===== src/rtl/osr_uart_rx_pkg.sv =====
package osr_uart_rx_pkg;
  localparam int MAX_BITS = 10;
  localparam int POS_W    = $clog2(MAX_BITS);
  localparam int SEG_W    = 6;
  localparam int MIN_OSR  = 4;
  localparam int MAX_OSR  = 32;

  typedef enum logic [1:0] {
    ST_HUNT  = 2'd0,
    ST_START = 2'd1,
    ST_DATA  = 2'd2,
    ST_STOP  = 2'd3
  } rxState_t;

  typedef struct packed {
    logic             histEn;
    logic             histClr;
    logic             frameClr;
    logic             bitWr;
    logic [POS_W-1:0] bitPos;
    logic             bitVal;
    logic             charDone;
    logic             frameBad;
  } rxStrobe_t;
endpackage


===== src/rtl/osr_uart_rx_dp.sv =====
module osr_uart_rx_dp
  import osr_uart_rx_pkg::*;
#(
  parameter int DATA_W = MAX_BITS
) (
  input  logic              clk,
  input  logic              rstN,
  input  logic              rxPin,
  input  logic              rxInvert,
  input  logic              readStrobe,
  input  logic              ovrClear,
  input  rxStrobe_t         strb,
  output logic              sampleBit,
  output logic              edgeSeen,
  output logic [DATA_W-1:0] rxData,
  output logic              dataFull,
  output logic              overrun,
  output logic              frameErr
);
  localparam int HIST_W = 3;

  logic              syncA, syncB;
  logic [HIST_W-1:0] hist;
  logic [DATA_W-1:0] shiftReg;
  logic              loadOk;
  logic              dropChar;

  // Two-stage synchronizer for the asynchronous line
  always_ff @(posedge clk) begin
    if (!rstN) begin
      syncA <= 1'b1;
      syncB <= 1'b1;
    end else begin
      syncA <= rxPin;
      syncB <= syncA;
    end
  end

  assign sampleBit = syncB ^ rxInvert;
  assign edgeSeen  = (hist == {HIST_W{1'b1}}) && !sampleBit;

  // History of the most recent samples, cleared at reset and while disabled
  always_ff @(posedge clk) begin
    if (!rstN || strb.histClr) begin
      hist <= '0;
    end else if (strb.histEn) begin
      hist <= {hist[HIST_W-2:0], sampleBit};
    end
  end

  // Assembly register: bits written by position, cleared when a frame begins
  always_ff @(posedge clk) begin
    if (!rstN || strb.frameClr) begin
      shiftReg <= '0;
    end else if (strb.bitWr) begin
      shiftReg[strb.bitPos] <= strb.bitVal;
    end
  end

  assign loadOk   = strb.charDone && (!dataFull || readStrobe);
  assign dropChar = strb.charDone && dataFull && !readStrobe;

  always_ff @(posedge clk) begin
    if (!rstN) begin
      rxData   <= '0;
      dataFull <= 1'b0;
    end else if (loadOk) begin
      rxData   <= shiftReg;
      dataFull <= 1'b1;
    end else if (readStrobe) begin
      dataFull <= 1'b0;
    end
  end

  always_ff @(posedge clk) begin
    if (!rstN) begin
      overrun <= 1'b0;
    end else if (dropChar) begin
      overrun <= 1'b1;
    end else if (ovrClear) begin
      overrun <= 1'b0;
    end
  end

  always_ff @(posedge clk) begin
    if (!rstN) frameErr <= 1'b0;
    else       frameErr <= strb.frameBad;
  end
endmodule


===== src/rtl/osr_uart_rx_ctl.sv =====
module osr_uart_rx_ctl
  import osr_uart_rx_pkg::*;
(
  input  logic             clk,
  input  logic             rstN,
  input  logic             sampleTick,
  input  logic             rxEnable,
  input  logic [SEG_W-1:0] osrVal,
  input  logic [1:0]       dataLen,
  input  logic             msbFirst,
  input  logic             twoStop,
  input  logic             sampleBit,
  input  logic             edgeSeen,
  output rxStrobe_t        strb
);
  localparam logic [SEG_W-1:0] OSR_LO = SEG_W'(MIN_OSR);
  localparam logic [SEG_W-1:0] OSR_HI = SEG_W'(MAX_OSR);
  localparam logic [SEG_W-1:0] SEG_ONE = SEG_W'(1);

  rxState_t         state;
  logic [SEG_W-1:0] segCnt;
  logic [POS_W-1:0] bitIdx;
  logic             stopIdx;
  logic [1:0]       vote;

  logic [SEG_W-1:0] osrEff, halfSeg, segNow;
  logic [POS_W-1:0] lastIdx;
  logic [1:0]       oneCount;
  logic             active, restart, decide, bitOne;

  always_comb begin
    if (osrVal < OSR_LO)      osrEff = OSR_LO;
    else if (osrVal > OSR_HI) osrEff = OSR_HI;
    else                      osrEff = osrVal;
  end

  assign halfSeg = osrEff >> 1;

  always_comb begin
    case (dataLen)
      2'd0:    lastIdx = POS_W'(7);
      2'd1:    lastIdx = POS_W'(8);
      default: lastIdx = POS_W'(9);
    endcase
  end

  assign segNow   = (segCnt >= osrEff) ? SEG_ONE : segCnt + SEG_ONE;
  assign active   = rxEnable && sampleTick;
  assign restart  = (state == ST_START) && edgeSeen;
  assign decide   = active && (state != ST_HUNT) && !restart
                    && (segNow == halfSeg + SEG_W'(2));
  assign oneCount = {1'b0, vote[0]} + {1'b0, vote[1]} + {1'b0, sampleBit};
  assign bitOne   = oneCount >= 2'd2;

  always_ff @(posedge clk) begin
    if (!rstN || !rxEnable) begin
      state   <= ST_HUNT;
      segCnt  <= SEG_ONE;
      bitIdx  <= '0;
      stopIdx <= 1'b0;
      vote    <= '0;
    end else if (sampleTick) begin
      case (state)
        ST_HUNT: begin
          if (edgeSeen) begin
            state  <= ST_START;
            segCnt <= SEG_ONE;
          end
        end
        default: begin
          if (restart) begin
            segCnt <= SEG_ONE;
          end else begin
            segCnt <= segNow;
            if (segNow == halfSeg)                vote[0] <= sampleBit;
            if (segNow == halfSeg + SEG_ONE)      vote[1] <= sampleBit;
            if (decide) begin
              case (state)
                ST_START: begin
                  state  <= bitOne ? ST_HUNT : ST_DATA;
                  bitIdx <= '0;
                end
                ST_DATA: begin
                  if (bitIdx == lastIdx) begin
                    state   <= ST_STOP;
                    stopIdx <= 1'b0;
                  end else begin
                    bitIdx <= bitIdx + POS_W'(1);
                  end
                end
                default: begin
                  if (bitOne && twoStop && !stopIdx) stopIdx <= 1'b1;
                  else                               state   <= ST_HUNT;
                end
              endcase
            end
          end
        end
      endcase
    end
  end

  always_comb begin
    strb          = '0;
    strb.histEn   = active;
    strb.histClr  = !rxEnable;
    strb.frameClr = active && (state == ST_HUNT) && edgeSeen;
    strb.bitWr    = decide && (state == ST_DATA);
    strb.bitPos   = msbFirst ? (lastIdx - bitIdx) : bitIdx;
    strb.bitVal   = bitOne;
    strb.charDone = decide && (state == ST_STOP) && bitOne && (!twoStop || stopIdx);
    strb.frameBad = decide && (state == ST_STOP) && !bitOne;
  end
endmodule


===== src/rtl/osr_uart_rx.sv =====
module osr_uart_rx
  import osr_uart_rx_pkg::*;
#(
  parameter int DATA_W = MAX_BITS
) (
  input  logic              clk,
  input  logic              rstN,
  input  logic              sampleTick,
  input  logic              rxPin,
  input  logic              rxEnable,
  input  logic              rxInvert,
  input  logic [SEG_W-1:0]  osrVal,
  input  logic [1:0]        dataLen,
  input  logic              msbFirst,
  input  logic              twoStop,
  input  logic              readStrobe,
  input  logic              ovrClear,
  output logic [DATA_W-1:0] rxData,
  output logic              dataFull,
  output logic              overrun,
  output logic              frameErr
);
  rxStrobe_t ctlStrb;
  logic      sampleBit;
  logic      edgeSeen;
  logic      charDone;

  assign charDone = ctlStrb.charDone;

  osr_uart_rx_ctl u_ctl (
    .clk        (clk),
    .rstN       (rstN),
    .sampleTick (sampleTick),
    .rxEnable   (rxEnable),
    .osrVal     (osrVal),
    .dataLen    (dataLen),
    .msbFirst   (msbFirst),
    .twoStop    (twoStop),
    .sampleBit  (sampleBit),
    .edgeSeen   (edgeSeen),
    .strb       (ctlStrb)
  );

  osr_uart_rx_dp #(.DATA_W(DATA_W)) u_dp (
    .clk        (clk),
    .rstN       (rstN),
    .rxPin      (rxPin),
    .rxInvert   (rxInvert),
    .readStrobe (readStrobe),
    .ovrClear   (ovrClear),
    .strb       (ctlStrb),
    .sampleBit  (sampleBit),
    .edgeSeen   (edgeSeen),
    .rxData     (rxData),
    .dataFull   (dataFull),
    .overrun    (overrun),
    .frameErr   (frameErr)
  );
endmodule


===== config.mk =====
export PLATFORM = sky130hd
export DESIGN_NAME = osr_uart_rx
export DESIGN_NICKNAME = d
export VERILOG_FILES = /design/src/rtl/osr_uart_rx_pkg.sv /design/src/rtl/osr_uart_rx_dp.sv /design/src/rtl/osr_uart_rx_ctl.sv /design/src/rtl/osr_uart_rx.sv
export SDC_FILE = /design/constraint.sdc
export NUM_CORES = 1
export LEC_CHECK = 0
export ABC_CLOCK_PERIOD_IN_PS = 3820
export BUFFER_PORTS_ARGS = -buffer_cell sky130_fd_sc_hd__buf_2
export CAP_MARGIN = 10
export CORE_MARGIN = 3
export CORE_UTILIZATION = 59
export CTS_CLUSTER_DIAMETER = 50
export DETAILED_ROUTE_END_ITERATION = 16
export PLACE_DENSITY = 0.8
export REMOVE_ABC_BUFFERS = 1
export SLEW_MARGIN = 15
export SYNTH_ARGS = -nofsm -noshare
export SYNTH_HDL_FRONTEND = slang
export SYNTH_SLANG_ARGS = --single-unit

===== constraint.sdc =====
create_clock -name clk -period 3.82 [get_ports clk]
set_input_delay 0 -clock clk [delete_from_list [all_inputs] [get_ports clk]]
set_output_delay 0 -clock clk [all_outputs]
set_load 0.01 [all_outputs]

==> results.txt, run 1 <==
The number of synthesized flops with an enable pin came out at 0. In this run the cell area of the synthesized design comes to 2940 um^2. The total negative setup slack is 0 ns. The floorplan die height is 76.6 um. The dominant register cell in the synthesized netlist is dfxtp_1. The internal power summed over all cells is 0.622 mW. Of all cell types, the one taking the most synthesized area is dfxtp_1.

The critical path in this run is classified as reg -> reg. The total number of clock tree sinks is 43. The cell count after synthesis came out at 369. The final clock skew came out at 0.0107 ns. The number of distinct library cell variants in the gate-level netlist after synthesis came out at 57.

The fraction of power spent switching nets came out at 27.9%. The core outline area came out at 4750 um^2. The number of max-slew violations in the final report was 0. The area added between synthesis and finish came out at 11.5%. In the routed design, unresolved DRC markers number 0. At the end of routability-driven placement, the weighted congestion stood at 0.849. The CTS clock-pin slew for the worst setup and hold paths is 0.09 ns. After detailed routing, the total wire length is 6.96 mm. The peak clock frequency supported by timing came out at 319 MHz. Across the run, the number of max-cap violations was 0. The share of total power dissipated in combinational logic is 12.8%.

For the pin with the worst max-slew slack, the measured transition is 1.05 ns. The final clock period utilization by the worst path came out at 82.0%. The largest net degree at the start of global routing came out at 17.

The largest driver fanout on the critical path is 16. The sequential fraction of design power came out at 52.2%. In the layout the commonest cells are dfxtp_1 (43), nand2_1 (35), buf_2 (30). Counting the buffers created by CTS gives 5. In the global route stage, overall resource usage came out at 25.0%.

The HPWL reported at the end of detailed placement is 5.12 mm. A synthesized cell averages 7.97 um^2. The clock latency reported for the late side of the worst-skew pair is 0.30 ns. The maximum count of clock buffers along a single path is 2.

The number of warnings reported in the yosys synthesis log is 0. The standard-cell row count is 25. The library cell used most frequently in the layout, excluding fill and tap cells, is dfxtp_1. The number of vias after detailed routing is 2835. The number of placed I/O pins is 31.

TritonCTS built the clock tree. The fraction of final layout cells sized beyond drive strength 1 came out at 11.8%. The H-tree depth reported by CTS is 2. The floorplan step defined a die boundary enclosing 5870 um^2.

The number of nets in the finished design is 434. STA classifies the critical path endpoint as a register. The final number of hold-violating endpoints is 0. The post-CTS repair timing setup buffer count is 0. In the routed layout, each cell is associated on average with a via count of 6.10. The share of synthesized flip-flops with an asynchronous set or reset is 0%. At the worst endpoint, the arrival time is 3.36 ns. Measured in cells, the most critical reg-to-reg path has a length of 9. The portion of total power attributed to the clock network came out at 35.0%. Yosys attributes the largest share of cell area to dfxtp_1 (29%), ha_1 (7.7%), mux2i_1 (4.8%), nand2_1 (4.5%), a21oi_1 (4.3%). The antenna cell count came out at 0. After detailed routing, the average wire length per cell comes to 15.0 um. In this run, the number of DRC markers left after iteration 0 of detailed routing was 209. The relative max-transition margin is 29.0%. For this design the static power due to leakage is 1.35 nW. For this run the aggregate overflow at the end of global routing stands at 0. IR analysis of the VDD net gives a maximum drop of 163 uV. The run finished with clean final reports. The final period demand of the worst path is 3.13 ns. The sequential share of the synthesized area is 29.3%. The power density over the cells is 263 nW/um^2. The worst setup path is launched from a register. The number of setup violations in the final report is 0. The die width is 76.6 um. The initial standard-cell utilization of the core came out at 61.8%. The number of antenna violations at the first check in global routing is 0.

After the flow finishes, the layout carries non-filler instances totaling 465. The via count of the first global-routing pass came to 2640. In this run, synthesis produced a sequential element count of 43. The instance count along the most critical hold path is 3. The data required time of the worst path came out at 4.05 ns.

The type of the most critical hold path is in -> reg. The wire length of the first global-routing pass is 12.1 mm. The count of nets left with antenna violations once routing finished came out at 0.

Input and output buffers added on the ports amount to 30. Counting tap cells, the placed design contains a total of 452 instances. Setup repair after global routing left no endpoint under its margin. The switching power came out at 0.240 mW.

The detailed-routing iteration count for the pre-antenna-repair pass is 5. The clock root buffer is clkbuf_8. The fraction of post-synthesis cell area in the top cell type by area came out at 29.3%.
==> through the flow <==
step	instance area [um^2]	power, mW	hold slack [ns]	worst slack [ns]	utilization, %
final	3280	0.863	0.0409	0.689	68.9
after global routing	3280	0.905	0.0631	0.380	68.9
after CTS	3280	0.868	0.0323	0.720	68.9
after detailed placement	3140	0.565	0.184	0.568	65.9
after global placement	3140	0.563	0.180	0.624	65.9
after floorplan	2860	0.531	0.0730	0.904	-
==> metal layers <==
metal / routed length [um] / GRT usage [%] / part of all wire (%) / vias up
met2: 3170 / 40.5 / 46 / 103
li1: - / - / - / 1419
met4: 101 / 9.60 / 1.5 / 0
met3: 377 / 3.78 / 5.4 / 7
met5: 0 / 0 / 0 / -
met1: 3310 / 33.4 / 48 / 1306
==> repair_timing <==
action | 4_1_cts | 5_1_grt
hold endpoints to repair | 4 | 0
hold buffers | 5 | 0
resized for setup | 0 | 0
==> power by group through the flow <==
| stage | sequential [mW] | combinational, mW | clock (mW) |
|---|---|---|---|
| 2_1_floorplan | 0.460 | 0.0701 | 0 |
| 3_3_place_gp | 0.461 | 0.102 | 0 |
| 3_5_place_dp | 0.461 | 0.104 | 0 |
| 4_1_cts | 0.450 | 0.109 | 0.309 |
| 5_1_grt | 0.450 | 0.124 | 0.331 |
| 6_report | 0.450 | 0.110 | 0.302 |
==> logic make-up (layout without fill, tap and decap cells) <==
kind of cell	after synthesis	count (layout)	share of synthesized area, %
and+or+nand+nor	148	148	26.4
AOI/OAI and AO/OA	92	92	21.2
DFF	43	43	29.3
buffers and inverters	38	67	5.02
adders and majority gates	20	20	8.68
xor gates and xnor gates	14	14	4.68
muxes	14	14	4.77
==> sequential cells by signal, summed over array words and instances, names as in the netlist, 2 cells and up <==
signal / flops
u_dp.rxData: 10
u_dp.hist: 3
u_ctl.state: 2
u_ctl.bitIdx: 4
u_dp.shiftReg: 10
u_ctl.vote: 2
u_ctl.segCnt: 6
==> worst paths after layout <==
kind	start	to	slack [ns]
worst min-delay path	readStrobe	u_dp.overrun$_SDFFE_PN0P_	0.04
worst min register to register	u_dp.syncA$_SDFF_PN1_	u_dp.syncB$_SDFF_PN1_	0.41
worst max register to register	u_ctl.segCnt[0]$_SDFFE_PP1P_	u_ctl.bitIdx[2]$_SDFFE_PP0P_	0.69
worst max-delay path	u_ctl.segCnt[0]$_SDFFE_PP1P_	u_ctl.bitIdx[2]$_SDFFE_PP0P_	0.69
==> layout make-up <==
| class | count | area (um^2) |
|---|---|---|
| Multi-Input combinational cell | 288 | 1930 |
| Fill cell | 408 | 1480 |
| Sequential cell | 43 | 861 |
| Timing Repair Buffer | 40 | 238 |
| Tap cell | 67 | 83.8 |
| Inverter | 19 | 71.3 |
| Clock buffer | 5 | 68.8 |
| Clock inverter | 3 | 23.8 |
==> Yosys cell counts (4+ instances only) <==
library cell  instances
dfxtp_1              43
nand2_1              35
a21oi_1              25
nand3_1              24
nor2_1               21
inv_1                19
ha_1                 18
clkbuf_1             14
mux2i_1              14
nand4_1              13
o31ai_1              13
nor2b_1              10
xnor2_1               9
o21ai_0               8
and3_1                7
nand2b_1              7
nor3_1                7
a31oi_1               6
a211oi_1              5
and2_1                5
buf_2                 4
xor2_1                4
==> critical path, stage by stage, from the launching register on <==
cell and delay [ns]:
dfxtp_1 0.54, inv_1 0.09, ha_1 0.28, nand2b_1 0.16, a21o_1 0.24, a211oi_1 0.47
nand3_1 0.19, and3_1 0.40, or4_1 0.56, a21oi_1 0.13
(Power assumes the default switching activity.)
==> run 2: changes to the inputs <==
--- a/config.mk
+++ b/config.mk
@@ -5,14 +5,14 @@
 export SDC_FILE = /design/constraint.sdc
 export NUM_CORES = 1
 export LEC_CHECK = 0
-export ABC_CLOCK_PERIOD_IN_PS = 3820
+export ABC_CLOCK_PERIOD_IN_PS = 2500
 export BUFFER_PORTS_ARGS = -buffer_cell sky130_fd_sc_hd__buf_2
 export CAP_MARGIN = 10
 export CORE_MARGIN = 3
-export CORE_UTILIZATION = 59
+export CORE_UTILIZATION = 53
 export CTS_CLUSTER_DIAMETER = 50
 export DETAILED_ROUTE_END_ITERATION = 16
-export PLACE_DENSITY = 0.8
+export PLACE_DENSITY = 0.76
 export REMOVE_ABC_BUFFERS = 1
 export SLEW_MARGIN = 15
 export SYNTH_ARGS = -nofsm -noshare
==> constraint.sdc (replaced) <==
create_clock -name clk -period 2.5 [get_ports clk]
set_input_delay 0 -clock clk [delete_from_list [all_inputs] [get_ports clk]]
set_output_delay 0 -clock clk [all_outputs]
set_load 0.01 [all_outputs]
==> run 2 against run 1 <==
Wire length increased by 25%. Setup slack got worse by 0.69 ns. Design area is 19% higher. Total power rose by 62%. First-iteration DRC count grew 11%. Flip-flop and latch count unchanged. Count of clock-buffer cells in the layout stayed put. Hold slack lost 0.011 ns. Maximum frequency grew 25%. Register-to-register slack worse by 0.69 ns.
==> results.txt, run 2 (synthesis gave the netlist of run 1 again) <==
The flow ran to the end, and the final reports show no timing, DRC or antenna violations. The core outline area is 5240 um^2. The maximum count of clock buffers along a single path came out at 2. The maximum ir drop on the vdd rail came out at 321 uV. The area added between synthesis and finish came out at 32.3%. For hold timing, the worst endpoint is u_dp.overrun$_SDFFE_PN0P_. The number of nets in the finished design is 486. Counting the fill cells in the layout gives 412. The routed wire length on met3 is 499 um. TritonCTS created 5 clock buffers. The largest registers in the layout are u_dp.rxData (10), u_dp.shiftReg (10), u_ctl.segCnt (6). The part of the total power dissipated in combinational logic is 16.6%. The data arrival at the endpoint of the critical path came out at 2.71 ns. The post-layout total power is 1.40 mW.

Hold is met by 0.0298 ns. The min-delay analysis places its worst path in the category in -> reg. The sequential fraction of design power came out at 49.2%. The worst register-to-register path begins at u_ctl.segCnt[5]$_SDFFE_PP0P_. The number of standard cells in the final layout excluding fillers came out at 520. The worst reg2reg path depth is 11.

The critical path in this run is classified as reg -> reg. For this block, the initial DRC count from the detailed router was 232. The number of vias after detailed routing is 3161.

The largest net degree at the start of global routing came out at 19. The number of antenna violations at the first check in global routing is 0. The routed length on met1 is 3.91 mm. The critical path contains buffers and inverters numbering 3 combined. The via count of the first global-routing pass came to 2943. The slew of the pin with the lowest slew margin came out at 0.688 ns.

The later pin in the worst-skew pair is clocked with a latency of 0.31 ns. The top cell types in the final layout, fill and taps aside, are buf_4 (53), dfxtp_1 (41), nand2_1 (34). The switching power came out at 0.406 mW.

The worst-case register-to-register setup slack is 0.002 ns. The type of element launching the critical path is a register. The wire length of the first global-routing pass came out at 14.1 mm.

Global routing finished with a remaining overflow of 0. The antenna violation net count after detailed routing is 0. Walking the worst path, the cells encountered are ha_4, a21oi_2, o21ai_2, a211oi_2, buf_4, xor3_1, nand4_1, buf_6, buf_4, nor2_1, a221oi_1. Setup violations remaining at the end of the flow were counted as 0. The tool flagged a number of max-cap violations equal to 0. Counting instances, the worst hold path has a depth of 3.

The number of remaining DRC errors came out at 0. The CTS clock-pin slew for the worst setup and hold paths came out at 0.09 ns. The detailed-routed wire length on met2 came out at 4.13 mm. The critical path starts at u_ctl.segCnt[5]$_SDFFE_PP0P_. The number of placed instances, taps included came out at 502. In this run the top signal layer used is met4.

The cell area reported after detailed placement came out at 3490 um^2. The worst pin sits at a relative slew slack of 53.6%. The root buffer cell chosen for the clock tree is clkbuf_8. In this design, the critical path's most frequently occurring cell is buf_4. The final number of hold-violating endpoints came out at 0. The initial standard-cell utilization of the core came out at 56.1%.

The antenna cell count is 0. The element type at the critical path end is a register. From bottom edge to top edge, the die measures 80.5 um.

The die width came out at 80.5 um. The total number of clock tree sinks came out at 43. The startpoint of the most critical hold path is readStrobe. TritonCTS built the clock tree.

The final clock period utilization by the worst path came out at 99.9%. The critical path's largest stage delay came out at 0.40 ns. The clock network is responsible for 34.2% of the overall power. The average vias per placed instance is 6.08. Row generation in the floorplan step produced 26 rows.

The leakage power came out at 1.64 nW. The number of I/O port buffers came out at 30. The weighted congestion reported at the end of routability-driven placement came out at 0.900.

The power density over the cells is 359 nW/um^2. The HPWL reported at the end of detailed placement came out at 6.22 mm. The post-route cell area is 3890 um^2. The number of placed I/O pins is 31.

The final period demand of the worst path came out at 2.50 ns. Setup repair after global routing could not meet its margin everywhere. The detailed-routing iteration count for the pre-antenna-repair pass is 5.

The number of max-slew violations in the final report came out at 0. Leaving out fill and tap cells, the most frequent cell in the layout is buf_4. Net switching is 29.1% of the power. The cell type group with the largest total delay on the critical path is compound AO/OA/AOI/OAI gates. The largest driver fanout on the critical path is 7. The die covers 6480 um^2. Clock skew on the completed layout was measured at 0.0114 ns. The data required time of the worst path is 2.71 ns.

Global routing consumed, over all layers together, 27.6% of the routing resources. Derived from the worst setup path, the maximum achievable clock frequency is 400 MHz. The endpoint identified for the worst register-to-register timing path is u_ctl.state[0]$_SDFFE_PP0P_. The internal power summed over all cells is 0.991 mW.

The highest-delay cell along the critical path is dfxtp_1. In the final routed layout, each cell accounts on average for 16.7 um. The wire length after detailed routing is 8.69 mm. The H-tree depth reported by CTS is 2. The fraction of final layout cells sized beyond drive strength 1 came out at 29.3%.
==> run 2: worst register-to-register path, cell delays in order (launching register included) <==
cell and delay [ns]:
dfxtp_1 0.40, ha_4 0.24, a21oi_2 0.21, o21ai_2 0.12
a211oi_2 0.23, buf_4 0.16, xor3_1 0.32, nand4_1 0.12
buf_6 0.14, buf_4 0.12, nor2_1 0.06, a221oi_1 0.27
==> run 2: repair_timing <==
action / CTS / global route
endpoints found under the hold margin: 4 / 0
hold buffers: 5 / 0
buffers inserted: 2 / 3
setup endpoints to repair: 27 / 30
pin swaps: 1 / 13
resized for setup: 15 / 31
==> run 2: how the worst max path moves through the flow <==
stage / endpoint / slack, ns / cells after the start
final: u_ctl.state[0]$_SDFFE_PP0P_ / 0.002 / 11
after global routing: u_ctl.bitIdx[2]$_SDFFE_PP0P_ / -0.15 / 10
after CTS: u_ctl.bitIdx[2]$_SDFFE_PP0P_ / 0.01 / 9
after detailed placement: u_dp.shiftReg[8]$_SDFFE_PP0P_ / -0.55 / 12
after global placement: u_dp.shiftReg[8]$_SDFFE_PP0P_ / -0.39 / 12
after floorplan: u_ctl.state[0]$_SDFFE_PP0P_ / -0.42 / 10
==> run 2: power by group through the flow <==
| stage | Clock [mW] | Sequential (mW) | Combinational (mW) |
|---|---|---|---|
| after global placement | 0 | 0.704 | 0.195 |
| after CTS | 0.481 | 0.688 | 0.214 |
| after global routing | 0.511 | 0.688 | 0.252 |
| after detailed placement | 0 | 0.704 | 0.201 |
| after floorplan | 0 | 0.704 | 0.107 |
| final | 0.477 | 0.688 | 0.232 |
==> run 2: per-layer routing <==
layer / GRT usage [%] / up-vias
met2: 44.5 / 134
met4: 9.97 / 0
met5: 0 / -
met3: 4.48 / 14
li1: - / 1519
met1: 37.0 / 1494
==> run 2: metrics by stage <==
stage / setup slack (ns) / TNS [ns] / utilization, %
after floorplan: -0.416 / -8.03 / -
after global placement: -0.393 / -9.40 / 66.7
after detailed placement: -0.546 / -12.39 / 66.7
after CTS: 0.0119 / 0 / 70.6
after global routing: -0.152 / -2.64 / 74.3
final: 0.00182 / 0 / 74.3
==> run 2: cell type report <==
cell class | instances | area, um^2 | area share (%)
multi-input cells | 288 | 2120 | 54.6
flip-flops and latches | 43 | 863 | 22.2
repair buffers | 92 | 652 | 16.8
well taps | 70 | 87.6 | 2.25
inverters | 19 | 71.3 | 1.83
clock buffers | 5 | 68.8 | 1.77
clock inverters | 3 | 23.8 | 0.611
